**config.mk**
```make
export PLATFORM = sky130hd
export DESIGN_NAME = fault_ram
export DESIGN_NICKNAME = d
export VERILOG_FILES = /design/src/rtl/fault_ram_pkg.sv /design/src/rtl/fault_ram_decode.sv /design/src/rtl/fault_ram_lfsr.sv /design/src/rtl/fault_ram_cells.sv /design/src/rtl/fault_ram.sv
export SDC_FILE = /design/constraint.sdc
export NUM_CORES = 1
export LEC_CHECK = 0
export ABC_CLOCK_PERIOD_IN_PS = 1600
export CAP_MARGIN = 20
export CORE_UTILIZATION = 45
export CTS_CLUSTER_DIAMETER = 120
export DETAILED_ROUTE_END_ITERATION = 6
export HOLD_SLACK_MARGIN = 0.03
export PLACE_DENSITY = 0.73
export SLEW_MARGIN = 20
export SYNTH_ARGS = -nofsm -noshare
export SYNTH_HDL_FRONTEND = slang
export SYNTH_SLANG_ARGS = --single-unit
export TNS_END_PERCENT = 30
```
**constraint.sdc**
```tcl
create_clock -name clk -period 1.6 [get_ports clk]
set_clock_uncertainty 0.1 [all_clocks]
set_input_delay 0.32 -clock clk [delete_from_list [all_inputs] [get_ports clk]]
set_output_delay 0.32 -clock clk [all_outputs]
set_load 0.02 [all_outputs]
```
**src/rtl/fault_ram_pkg.sv**
```systemverilog
package fault_ram_pkg;
  typedef enum logic [3:0] {
    FK_NONE   = 4'd0,
    FK_STUCK  = 4'd1,
    FK_TRANS  = 4'd2,
    FK_CINV   = 4'd3,
    FK_CIDEM  = 4'd4,
    FK_CSTATE = 4'd5,
    FK_AND    = 4'd6,
    FK_OR     = 4'd7,
    FK_SWAP   = 4'd8,
    FK_LOST   = 4'd9
  } fkind_e;

  localparam int unsigned LFSR_W = 16;
  localparam logic [LFSR_W-1:0] LFSR_TAPS = 16'hB400;
endpackage

```
**src/rtl/fault_ram_decode.sv**
```systemverilog
module fault_ram_decode
  import fault_ram_pkg::*;
#(
  parameter int unsigned AW = 4
) (
  input  logic          on,
  input  logic [3:0]    kind,
  input  logic [AW-1:0] victim,
  input  logic [AW-1:0] aggr,
  input  logic [AW-1:0] addr,
  output logic [AW-1:0] phys,
  output logic          reach
);
  always_comb begin
    phys  = addr;
    reach = 1'b1;
    if (on) begin
      if (fkind_e'(kind) == FK_SWAP) begin
        if (addr == victim)    phys = aggr;
        else if (addr == aggr) phys = victim;
      end else if (fkind_e'(kind) == FK_LOST) begin
        reach = (addr != victim);
      end
    end
  end
endmodule

```
**src/rtl/fault_ram_lfsr.sv**
```systemverilog
module fault_ram_lfsr
  import fault_ram_pkg::*;
#(
  parameter logic [LFSR_W-1:0] SEED = 16'hACE1
) (
  input  logic              clk,
  input  logic              rst_n,
  output logic [LFSR_W-1:0] state
);
  logic [LFSR_W-1:0] state_d;

  always_comb begin
    state_d = {1'b0, state[LFSR_W-1:1]};
    if (state[0]) state_d = state_d ^ LFSR_TAPS;
  end

  always_ff @(posedge clk or negedge rst_n) begin
    if (!rst_n) state <= SEED;
    else        state <= state_d;
  end
endmodule

```
**src/rtl/fault_ram_cells.sv**
```systemverilog
module fault_ram_cells
  import fault_ram_pkg::*;
#(
  parameter int unsigned AW = 4,
  localparam int unsigned NCELL = 1 << AW
) (
  input  logic             clk,
  input  logic             rst_n,
  input  logic             wr_en,
  input  logic [AW-1:0]    phys,
  input  logic             reach,
  input  logic             wdata,
  input  logic             on,
  input  logic [3:0]       kind,
  input  logic [AW-1:0]    victim,
  input  logic [AW-1:0]    aggr,
  input  logic             val,
  input  logic             trig,
  output logic [NCELL-1:0] cells
);
  logic [NCELL-1:0] cells_d;
  logic             distinct;
  logic             aggr_sens;
  logic             trans_block;

  assign distinct = (victim != aggr);

  always_comb begin
    cells_d     = cells;
    aggr_sens   = 1'b0;
    trans_block = 1'b0;
    if (wr_en && reach) begin
      trans_block = on && (fkind_e'(kind) == FK_TRANS) && (phys == victim)
                    && (cells[victim] != wdata) && (wdata == val);
      aggr_sens   = on && distinct && (phys == aggr)
                    && (cells[aggr] != wdata) && (wdata == trig);
      if (!trans_block) cells_d[phys] = wdata;
      if (aggr_sens && fkind_e'(kind) == FK_CINV)  cells_d[victim] = ~cells[victim];
      if (aggr_sens && fkind_e'(kind) == FK_CIDEM) cells_d[victim] = val;
    end
    if (on && fkind_e'(kind) == FK_STUCK) cells_d[victim] = val;
    if (on && distinct && fkind_e'(kind) == FK_CSTATE && cells_d[aggr] == trig)
      cells_d[victim] = val;
  end

  always_ff @(posedge clk or negedge rst_n) begin
    if (!rst_n) cells <= '0;
    else        cells <= cells_d;
  end
endmodule

```
**src/rtl/fault_ram.sv**
```systemverilog
module fault_ram
  import fault_ram_pkg::*;
#(
  parameter int unsigned AW = 4
) (
  input  logic          clk,
  input  logic          rst_n,
  input  logic          flt_on,
  input  logic [3:0]    flt_kind,
  input  logic [AW-1:0] flt_victim,
  input  logic [AW-1:0] flt_aggr,
  input  logic          flt_val,
  input  logic          flt_trig,
  input  logic          wr_en,
  input  logic          rd_en,
  input  logic [AW-1:0] addr,
  input  logic          wdata,
  output logic          rdata
);
  localparam int unsigned NCELL = 1 << AW;

  logic [1:0]        rst_sync;
  logic              rst_ln;
  logic [AW-1:0]     phys;
  logic              reach;
  logic [NCELL-1:0]  cells;
  logic [LFSR_W-1:0] lfsr_q;
  logic              rd_val;
  logic              bridged;
  logic              rdata_q;

  always_ff @(posedge clk or negedge rst_n) begin
    if (!rst_n) rst_sync <= 2'b00;
    else        rst_sync <= {rst_sync[0], 1'b1};
  end
  assign rst_ln = rst_sync[1];

  fault_ram_decode #(.AW(AW)) u_dec (
    .on(flt_on), .kind(flt_kind), .victim(flt_victim), .aggr(flt_aggr),
    .addr(addr), .phys(phys), .reach(reach)
  );

  fault_ram_lfsr u_lfsr (.clk(clk), .rst_n(rst_ln), .state(lfsr_q));

  fault_ram_cells #(.AW(AW)) u_cells (
    .clk(clk), .rst_n(rst_ln), .wr_en(wr_en), .phys(phys), .reach(reach),
    .wdata(wdata), .on(flt_on), .kind(flt_kind), .victim(flt_victim),
    .aggr(flt_aggr), .val(flt_val), .trig(flt_trig), .cells(cells)
  );

  assign bridged = flt_on && (phys == flt_victim || phys == flt_aggr);

  always_comb begin
    rd_val = cells[phys];
    if (!reach)
      rd_val = lfsr_q[0];
    else if (bridged && fkind_e'(flt_kind) == FK_AND)
      rd_val = cells[flt_victim] & cells[flt_aggr];
    else if (bridged && fkind_e'(flt_kind) == FK_OR)
      rd_val = cells[flt_victim] | cells[flt_aggr];
  end

  always_ff @(posedge clk or negedge rst_ln) begin
    if (!rst_ln)    rdata_q <= 1'b0;
    else if (rd_en) rdata_q <= rd_val;
  end
  assign rdata = rdata_q;
endmodule

```
# After elaboration in Yosys (flattened, before gate mapping)
# Cells that the tools add are included.
[word_totals] ff_bits=35 in_bits=24 output_inout_bits=1 elab_cells=89
[op_classes] n_lt_le_gt_ge=5 n_eq_ne=20 mux=36 bitwise_logic=4 n_reduce_logical=20
[ops] op="$mux 16" n=9
[ops] op="$bwmux 16" n=5
[ops] op="$logic_and 1x1->1" n=19
[ops] op="$bmux 1 s4" n=4
[ops] op="$eq 4x3->1 const B" n=4
[ops] op="$eq 4x4->1" n=4
[ops] op="$mux 4" n=4
[ops] op="$lt 4x5->1 const B" n=3
[ops] op="$mux 1" n=12
[ops] op="$demux 1 s4" n=2
[ops] op="$eq 4x2->1 const B" n=2
[ops] op="$eq 4x4->1 const B" n=2
[ops] op="$ge 4x1->1 const B" n=2
[ops] op="$ne 4x4->1" n=2
[ops] op="$eq 4x1->1 const B" n=1
[ops] op="$not 3->4" n=1
[ops] op="$eq 1x1->1" n=3
[ops] op="$ne 1x1->1" n=2
[ops] op="$and 1x1->1" n=1
[ops] op="$logic_or 1x1->1" n=1
[ops] op="$not 1->1" n=1
[ops] op="$or 1x1->1" n=1

# Depth between registers and ports, before layout
[logic_depth] word_depth=25 mapped_depth=17 ltp_nobuf=13

# Hierarchy
# Synthesis repeated with hierarchy kept, for this count alone.
[hier_totals] hier_cells=543 area_unflattened_um2=4544.4
[modules_own_cells] module="fault_ram_cells" instances=1 cells_each=432 area_each_um2=3179.3 seq_area_each_um2=400.4
[modules_own_cells] module="fault_ram" instances=1 cells_each=46 area_each_um2=606.8 seq_area_each_um2=75.1
[modules_own_cells] module="fault_ram_lfsr" instances=1 cells_each=32 area_each_um2=534.3 seq_area_each_um2=410.4
[modules_own_cells] module="fault_ram_decode" instances=1 cells_each=33 area_each_um2=224.0 seq_area_each_um2=0.0

# Worst setup path after synthesis
# Ideal clock, no wire load.
[synth_path] path_kind="input-to-reg" startpoint="in flt_victim[2]" endpoint="reg u_cells.cells[0]" setup_ps=125 t_arrival_ps=3867 required_ps=1375 path_slack_ps=-2491 path_stages=14 n_path_buf=2 cell_sequence="buf_2 > xor2_1 > or4_1 > buf_2 > a2111o_1 > o2111a_2 > nor4_1 > mux2_2 > a211oi_1 > a311oi_1 > a21oi_1 > nand4b_2 > a21boi_0 > mux2_2"
[synth_via] elab_chain_cells=24 word_cells_on_any_way=54 cone_classes="order compare: 4; eq/ne: 7; mux: 28; bitwise: 1; reduce/logical: 14"
[synth_rtl] item="from (decl)" line_no="fault_ram.sv:10" rtl="input logic [AW-1:0] flt_victim,"
[synth_rtl] item="$eq 4x4->1 / $mux 4 (equally long branches)" line_no="fault_ram_decode.sv:19, fault_ram_decode.sv:20"
[synth_rtl] item="$mux 4" line_no="fault_ram_decode.sv:19" rtl="if (addr == victim) phys = aggr;"
[synth_rtl] item="$mux 4" line_no="fault_ram_decode.sv:18" rtl="if (fkind_e'(kind) == FK_SWAP) begin"
[synth_rtl] item="$mux 4" line_no="fault_ram_decode.sv:17" rtl="if (on) begin"
[synth_rtl] item="$lt 4x5->1 (implied by the code) / $ge 4x1->1 (equally long branches)" line_no="fault_ram_cells.sv:37" rtl="if (!trans_block) cells_d[phys] = wdata;"
[synth_rtl] item="$logic_and 1x1->1 (implied by the code)" line_no="fault_ram_cells.sv:37"
[synth_rtl] item="$mux 1 (implied by the code)" line_no="fault_ram_cells.sv:37"
[synth_rtl] item="$demux 1 s4"
[synth_rtl] item="[9 not listed]"
[synth_rtl] item="$bwmux 16" line_no="fault_ram_cells.sv:41" rtl="if (on && fkind_e'(kind) == FK_STUCK) cells_d[victim] = val;"
[synth_rtl] item="$mux 16" line_no="fault_ram_cells.sv:41"
[synth_rtl] item="$bmux 1 s4" line_no="fault_ram_cells.sv:42" rtl="if (on && distinct && fkind_e'(kind) == FK_CSTATE && cells_d[aggr] == trig)"
[synth_rtl] item="$mux 1 (implied by the code)" line_no="fault_ram_cells.sv:42"
[synth_rtl] item="$eq 1x1->1" line_no="fault_ram_cells.sv:42"
[synth_rtl] item="$logic_and 1x1->1" line_no="fault_ram_cells.sv:42"
[synth_rtl] item="$mux 16 (*)" line_no="fault_ram_cells.sv:42"
[synth_rtl] item="named net u_cells.cells_d[0]" line_no="fault_ram_cells.sv:21" rtl="logic [NCELL-1:0] cells_d;"
[synth_rtl] item="to (signal assigned)" line_no="fault_ram_cells.sv:48" rtl="else cells <= cells_d;"
[synth_rtl] item="to (decl)" line_no="fault_ram_cells.sv:19" rtl="output logic [NCELL-1:0] cells"
# Mark *: on every way through the listed nets, which the timed path passes. The rest lies on a longest branch. The select of a mux whose other input is x is not followed.
# A chain may end at the register's enable or synchronous reset.

# Worst setup path in the final report
[layout_path] startpoint="in flt_victim[3]" endpoint="reg u_cells.cells[14]"
# The elaborated chain is that of the path after synthesis.

==> run_summary.xml <==
<?xml version="1.0" encoding="UTF-8"?>
<metrics>
  <group name="status">
    <metric name="status" unit="">complete, but fails checks</metric>
    <metric name="violations_in_the_final_reports" unit="">setup timing</metric>
  </group>
  <group name="placement">
    <metric name="place_congestion" unit="">1.03</metric>
    <metric name="post-dp-hpwl" unit="um">14500</metric>
    <metric name="io_buffer_count" unit="">24</metric>
  </group>
  <group name="timing">
    <metric name="minimum_clock_period_after_layout" unit="ns">4.38</metric>
    <metric name="timing.hold.ws" unit="ns">0.0880</metric>
    <metric name="finalHoldViolations" unit="">0</metric>
    <metric name="unrepaired_setup_endpoints_after_global_routing" unit="">true</metric>
    <metric name="timing_worst_slew_pin_value" unit="ns">0.564</metric>
    <metric name="layout_setup_ws" unit="ns">-2.78</metric>
    <metric name="timing_max_transition_violations_final" unit="">0</metric>
    <metric name="setup-violations-final" unit="">17</metric>
    <metric name="slew-limit-headroom" unit="%">62.1</metric>
    <metric name="fmax" unit="GHz">0.228</metric>
    <metric name="post-route-period-util" unit="%">274</metric>
  </group>
  <group name="power_and_ir_drop">
    <metric name="power_report.internal_total" unit="mW">2.61</metric>
    <metric name="power_frac_clock" unit="%">20.0</metric>
    <metric name="comb_power_share" unit="%">54.2</metric>
    <metric name="power.switching" unit="mW">1.69</metric>
    <metric name="finalPower" unit="mW">4.30</metric>
    <metric name="sw_frac_of_total" unit="%">39.3</metric>
    <metric name="power_density" unit="nW/um^2">633</metric>
    <metric name="static-leakage-power" unit="nW">2.88</metric>
    <metric name="seqPwrFrac" unit="%">25.8</metric>
    <metric name="vdd_ir_drop_max" unit="mV">0.633</metric>
  </group>
  <group name="clock_tree">
    <metric name="cts_sinks" unit="">35</metric>
    <metric name="h_tree_levels" unit="">2</metric>
    <metric name="clk_lat_worst_skew" unit="ns">0.30</metric>
    <metric name="cts.clk_slew.worst_paths" unit="ns">0.08</metric>
    <metric name="cts_tree" unit="">yes</metric>
    <metric name="tritoncts.num_buffers" unit="">5</metric>
    <metric name="cts.root.buffer_cell" unit="">sky130_fd_sc_hd__clkbuf_8</metric>
    <metric name="max-clock-path-buffers" unit="">2</metric>
    <metric name="hold_buf_count_cts" unit="">0</metric>
  </group>
  <group name="setup_path">
    <metric name="worstSetupPathType" unit="">in2reg</metric>
    <metric name="critical_path_s_largest_stage_delay" unit="ns">0.59</metric>
    <metric name="critical_path.startpoint_type" unit="">primary input</metric>
    <metric name="crit_top_cell" unit="">sky130_fd_sc_hd__buf_4</metric>
    <metric name="arrival" unit="ns">4.51</metric>
    <metric name="worst-path-max-fanout" unit="">9</metric>
    <metric name="worst-path-buf-inv" unit="">7</metric>
    <metric name="crit_path_top_delay_cell" unit="">sky130_fd_sc_hd__or4_4</metric>
    <metric name="timing.critical_path.cells" unit="">dlygate4sd2_1 -&gt; buf_4 -&gt; xor2_2 -&gt; or4_4 -&gt; buf_6 -&gt; buf_12 -&gt; o31ai_2 -&gt; buf_4 -&gt; nand2_1 -&gt; nor2_1 -&gt; a221oi_1 -&gt; a32oi_1 -&gt; a2111oi_2 -&gt; nor4_2 -&gt; a21oi_2 -&gt; a21o_1 -&gt; buf_4 -&gt; buf_4 -&gt; a21boi_2 -&gt; mux2i_1</metric>
    <metric name="endpoint_kind" unit="">flop</metric>
    <metric name="timing.critical_path.max_delay_family" unit="">compound AO/OA/AOI/OAI gates</metric>
    <metric name="worstPathRequired" unit="ns">1.72</metric>
  </group>
  <group name="floorplanning">
    <metric name="placeableCoreArea" unit="um^2">8680</metric>
    <metric name="dieArea" unit="um^2">9320</metric>
    <metric name="die_h" unit="um">96.5</metric>
    <metric name="initial_core_util" unit="%">46.4</metric>
    <metric name="row_count" unit="">34</metric>
    <metric name="die_width" unit="um">96.5</metric>
    <metric name="design.portCount" unit="">25</metric>
  </group>
  <group name="finish">
    <metric name="layout_common_cells" unit="">sky130_fd_sc_hd__buf_4 (229), sky130_fd_sc_hd__nand2_1 (67), sky130_fd_sc_hd__nor2_1 (39)</metric>
    <metric name="final_nets" unit="">782</metric>
    <metric name="fraction_of_layout_instances_using_a_drive_strength_above_1" unit="%">48.4</metric>
    <metric name="layout.filler_cells" unit="">602</metric>
    <metric name="area.growth.synth_to_final" unit="%">68.7</metric>
    <metric name="final_common_cell" unit="">sky130_fd_sc_hd__buf_4</metric>
    <metric name="antennaDiodeCount" unit="">0</metric>
  </group>
  <group name="logic_synthesis">
    <metric name="postSynthAreaPerCell" unit="um^2">7.72</metric>
    <metric name="async_flop_share" unit="%">100</metric>
    <metric name="ys_seq_area_share" unit="%">22.0</metric>
    <metric name="yosysUniqueCellTypes" unit="">85</metric>
    <metric name="mappedNetlistNets" unit="">545</metric>
    <metric name="synthesis.area" unit="um^2">4020</metric>
    <metric name="synth_edf_count" unit="">0</metric>
    <metric name="synth-seq-cells" unit="">35</metric>
    <metric name="synth_ff_type" unit="">sky130_fd_sc_hd__dfrtp_1</metric>
    <metric name="ys.warnings.count" unit="">0</metric>
    <metric name="synthesis.instances" unit="">521</metric>
  </group>
  <group name="routing">
    <metric name="drt_pass1_iterations" unit="">6</metric>
    <metric name="final_antenna_net_count" unit="">0</metric>
    <metric name="drcViolationCount" unit="">0</metric>
    <metric name="first_iter_violations" unit="">620</metric>
    <metric name="detail_route.vias_per_cell" unit="">6.78</metric>
    <metric name="vias_after_detailed_routing" unit="">5875</metric>
    <metric name="total_length_of_routed_wires" unit="um">20600</metric>
    <metric name="avgRoutedWirePerCell" unit="um">23.8</metric>
  </group>
  <group name="global_route">
    <metric name="first_global_vias" unit="">5646</metric>
    <metric name="grt_usage" unit="%">44.6</metric>
    <metric name="grt.overflow.total" unit="">0</metric>
    <metric name="grt_antenna_before_repair" unit="">0</metric>
    <metric name="first_pass_grt_wire_length" unit="um">30000</metric>
    <metric name="pin_count_of_the_biggest_net_entering_global_routing" unit="">18</metric>
  </group>
  <group name="flow_run">
    <metric name="cap_violations" unit="">0</metric>
  </group>
  <group name="hold_path">
    <metric name="worst_hold_path_type" unit="">in2async</metric>
  </group>
</metrics>
## Yosys cell counts, drive strengths merged, types with 3 or more instances
cell	n	area (um^2)
a2111oi	3	26.3
a211oi	8	60.1
a21boi	14	105
a21o	5	37.5
a21oi	30	150
a221o	5	50.1
a221oi	6	71.3
a22oi	11	82.6
a311oi	7	67.6
a31oi	12	75.1
and3	5	31.3
and4	3	28.8
buf	21	124
clkbuf	20	76.3
dfrtp	27	676
dfstp	8	210
inv	10	37.5
mux2	11	124
mux2i	24	240
nand2	73	277
nand2b	5	31.3
nand3	17	85.1
nand3b	3	22.5
nand4	15	93.8
nor2	42	158
nor2b	5	31.3
nor3	20	105
nor4	11	90.1
o2111ai	4	35.0
o211ai	4	30.0
o21ai	21	109
o2bb2ai	5	43.8
o31ai	5	56.3
o41ai	4	35.0
or4	4	30.0
xnor2	5	43.8
xor2	11	104
## stage by stage
stage	area [um^2]	setup slack (ns)	cells	TNS, ns	util (%)
global placement	6010	-3.27	829	-53.01	69.2
finish	6790	-2.78	867	-45.33	78.2
global route	6790	-2.88	867	-47.17	78.2
CTS	6560	-2.63	859	-43.40	75.5
floorplan	4160	-2.36	521	-38.92	-
detailed placement	6010	-3.38	829	-54.75	69.2
## power by group through the flow
| stage | registers, mW | clock network, mW | logic, mW |
|---|---|---|---|
| final | 1.11 | 0.859 | 2.33 |
| after detailed placement | 1.11 | 0 | 2.00 |
| after CTS | 1.10 | 0.833 | 2.13 |
| after global placement | 1.11 | 0 | 1.96 |
| after global routing | 1.11 | 0.893 | 2.45 |
| after floorplan | 1.11 | 0 | 0.895 |
## timing repair
| action | CTS | global route |
|---|---|---|
| resized for setup | 75 | 33 |
| buffers inserted | 22 | 8 |
| pin swaps | 34 | 25 |
| endpoints found under the setup margin | 18 | 17 |
| gates cloned | 1 | 0 |
## routing by layer
| metal | up-vias | GRT usage (%) | share of wire (%) |
|---|---|---|---|
| met3 | 160 | 11.0 | 9.9 |
| met4 | 0 | 32.0 | 8.3 |
| met2 | 467 | 69.8 | 45 |
| met5 | - | 0 | 0 |
| met1 | 2761 | 53.3 | 37 |
| li1 | 2487 | - | - |
## path summary, 6_finish.rpt
path	start	endpoint	slack, ns	cells past startpoint
min in group clk	u_lfsr.state[7]$_DFF_PN1_	u_lfsr.state[6]$_DFF_PN1_	0.23	0
max reg2reg	u_cells.cells[3]$_DFF_PN0_	u_cells.cells[0]$_DFF_PN0_	-2.74	17
min	rst_n	rst_sync[0]$_DFF_PN0_	0.09	1
max	flt_victim[3]	u_cells.cells[14]$_DFF_PN0_	-2.78	20
max in group asynchronous	rst_sync[1]$_DFF_PN0_	u_cells.cells[15]$_DFF_PN0_	1.00	1
min reg2reg	rst_sync[1]$_DFF_PN0_	u_lfsr.state[2]$_DFF_PN0_	0.11	1
## layout make-up
class / count / area (um^2) / area share [%]
clock buffer: 5 / 68.8 / 1.01
clock inverter: 3 / 43.8 / 0.645
inverter: 10 / 40.0 / 0.590
multi-input combinational: 435 / 3390 / 50.0
sequential: 35 / 890 / 13.1
tap: 108 / 135 / 1.99
timing repair buffer: 271 / 2220 / 32.7
## worst register-to-register path: stages, from the launching register on
cell and delay (ns):
sky130_fd_sc_hd__dfrtp_1 0.45, sky130_fd_sc_hd__mux2i_2 0.11, sky130_fd_sc_hd__mux4_2 0.47, sky130_fd_sc_hd__or4b_1 0.47, sky130_fd_sc_hd__o2111a_2 0.18, sky130_fd_sc_hd__buf_6 0.14, sky130_fd_sc_hd__o31ai_4 0.28, sky130_fd_sc_hd__buf_12 0.18
sky130_fd_sc_hd__buf_12 0.12, sky130_fd_sc_hd__a21oi_2 0.06, sky130_fd_sc_hd__and3b_1 0.20, sky130_fd_sc_hd__a211oi_2 0.19, sky130_fd_sc_hd__a311oi_1 0.14, sky130_fd_sc_hd__a21oi_2 0.29, sky130_fd_sc_hd__nand4b_4 0.20, sky130_fd_sc_hd__buf_12 0.20
sky130_fd_sc_hd__a21boi_2 0.15, sky130_fd_sc_hd__mux2_4 0.31
## flip-flops by register name, summed over array words and instances (netlist names)
signal,flops
u_cells.cells,16
rst_sync,2
rdata,1
u_lfsr.state,16
## logic make-up (layout without fill, tap and decap cells)
kind of cell | Yosys count | in the layout | share of synthesized area (%)
adders and majority gates | 1 | 1 | 0.249
other | 1 | 1 | 0.0932
DFF | 35 | 35 | 22.0
buffers and inverters | 51 | 289 | 5.91
muxes | 37 | 37 | 10.2
AOI/OAI and AO/OA | 167 | 167 | 31.1
and+or+nand+nor | 213 | 213 | 26.8
xor gates and xnor gates | 16 | 16 | 3.67
Note: power is estimated with default switching activity, not from simulation.
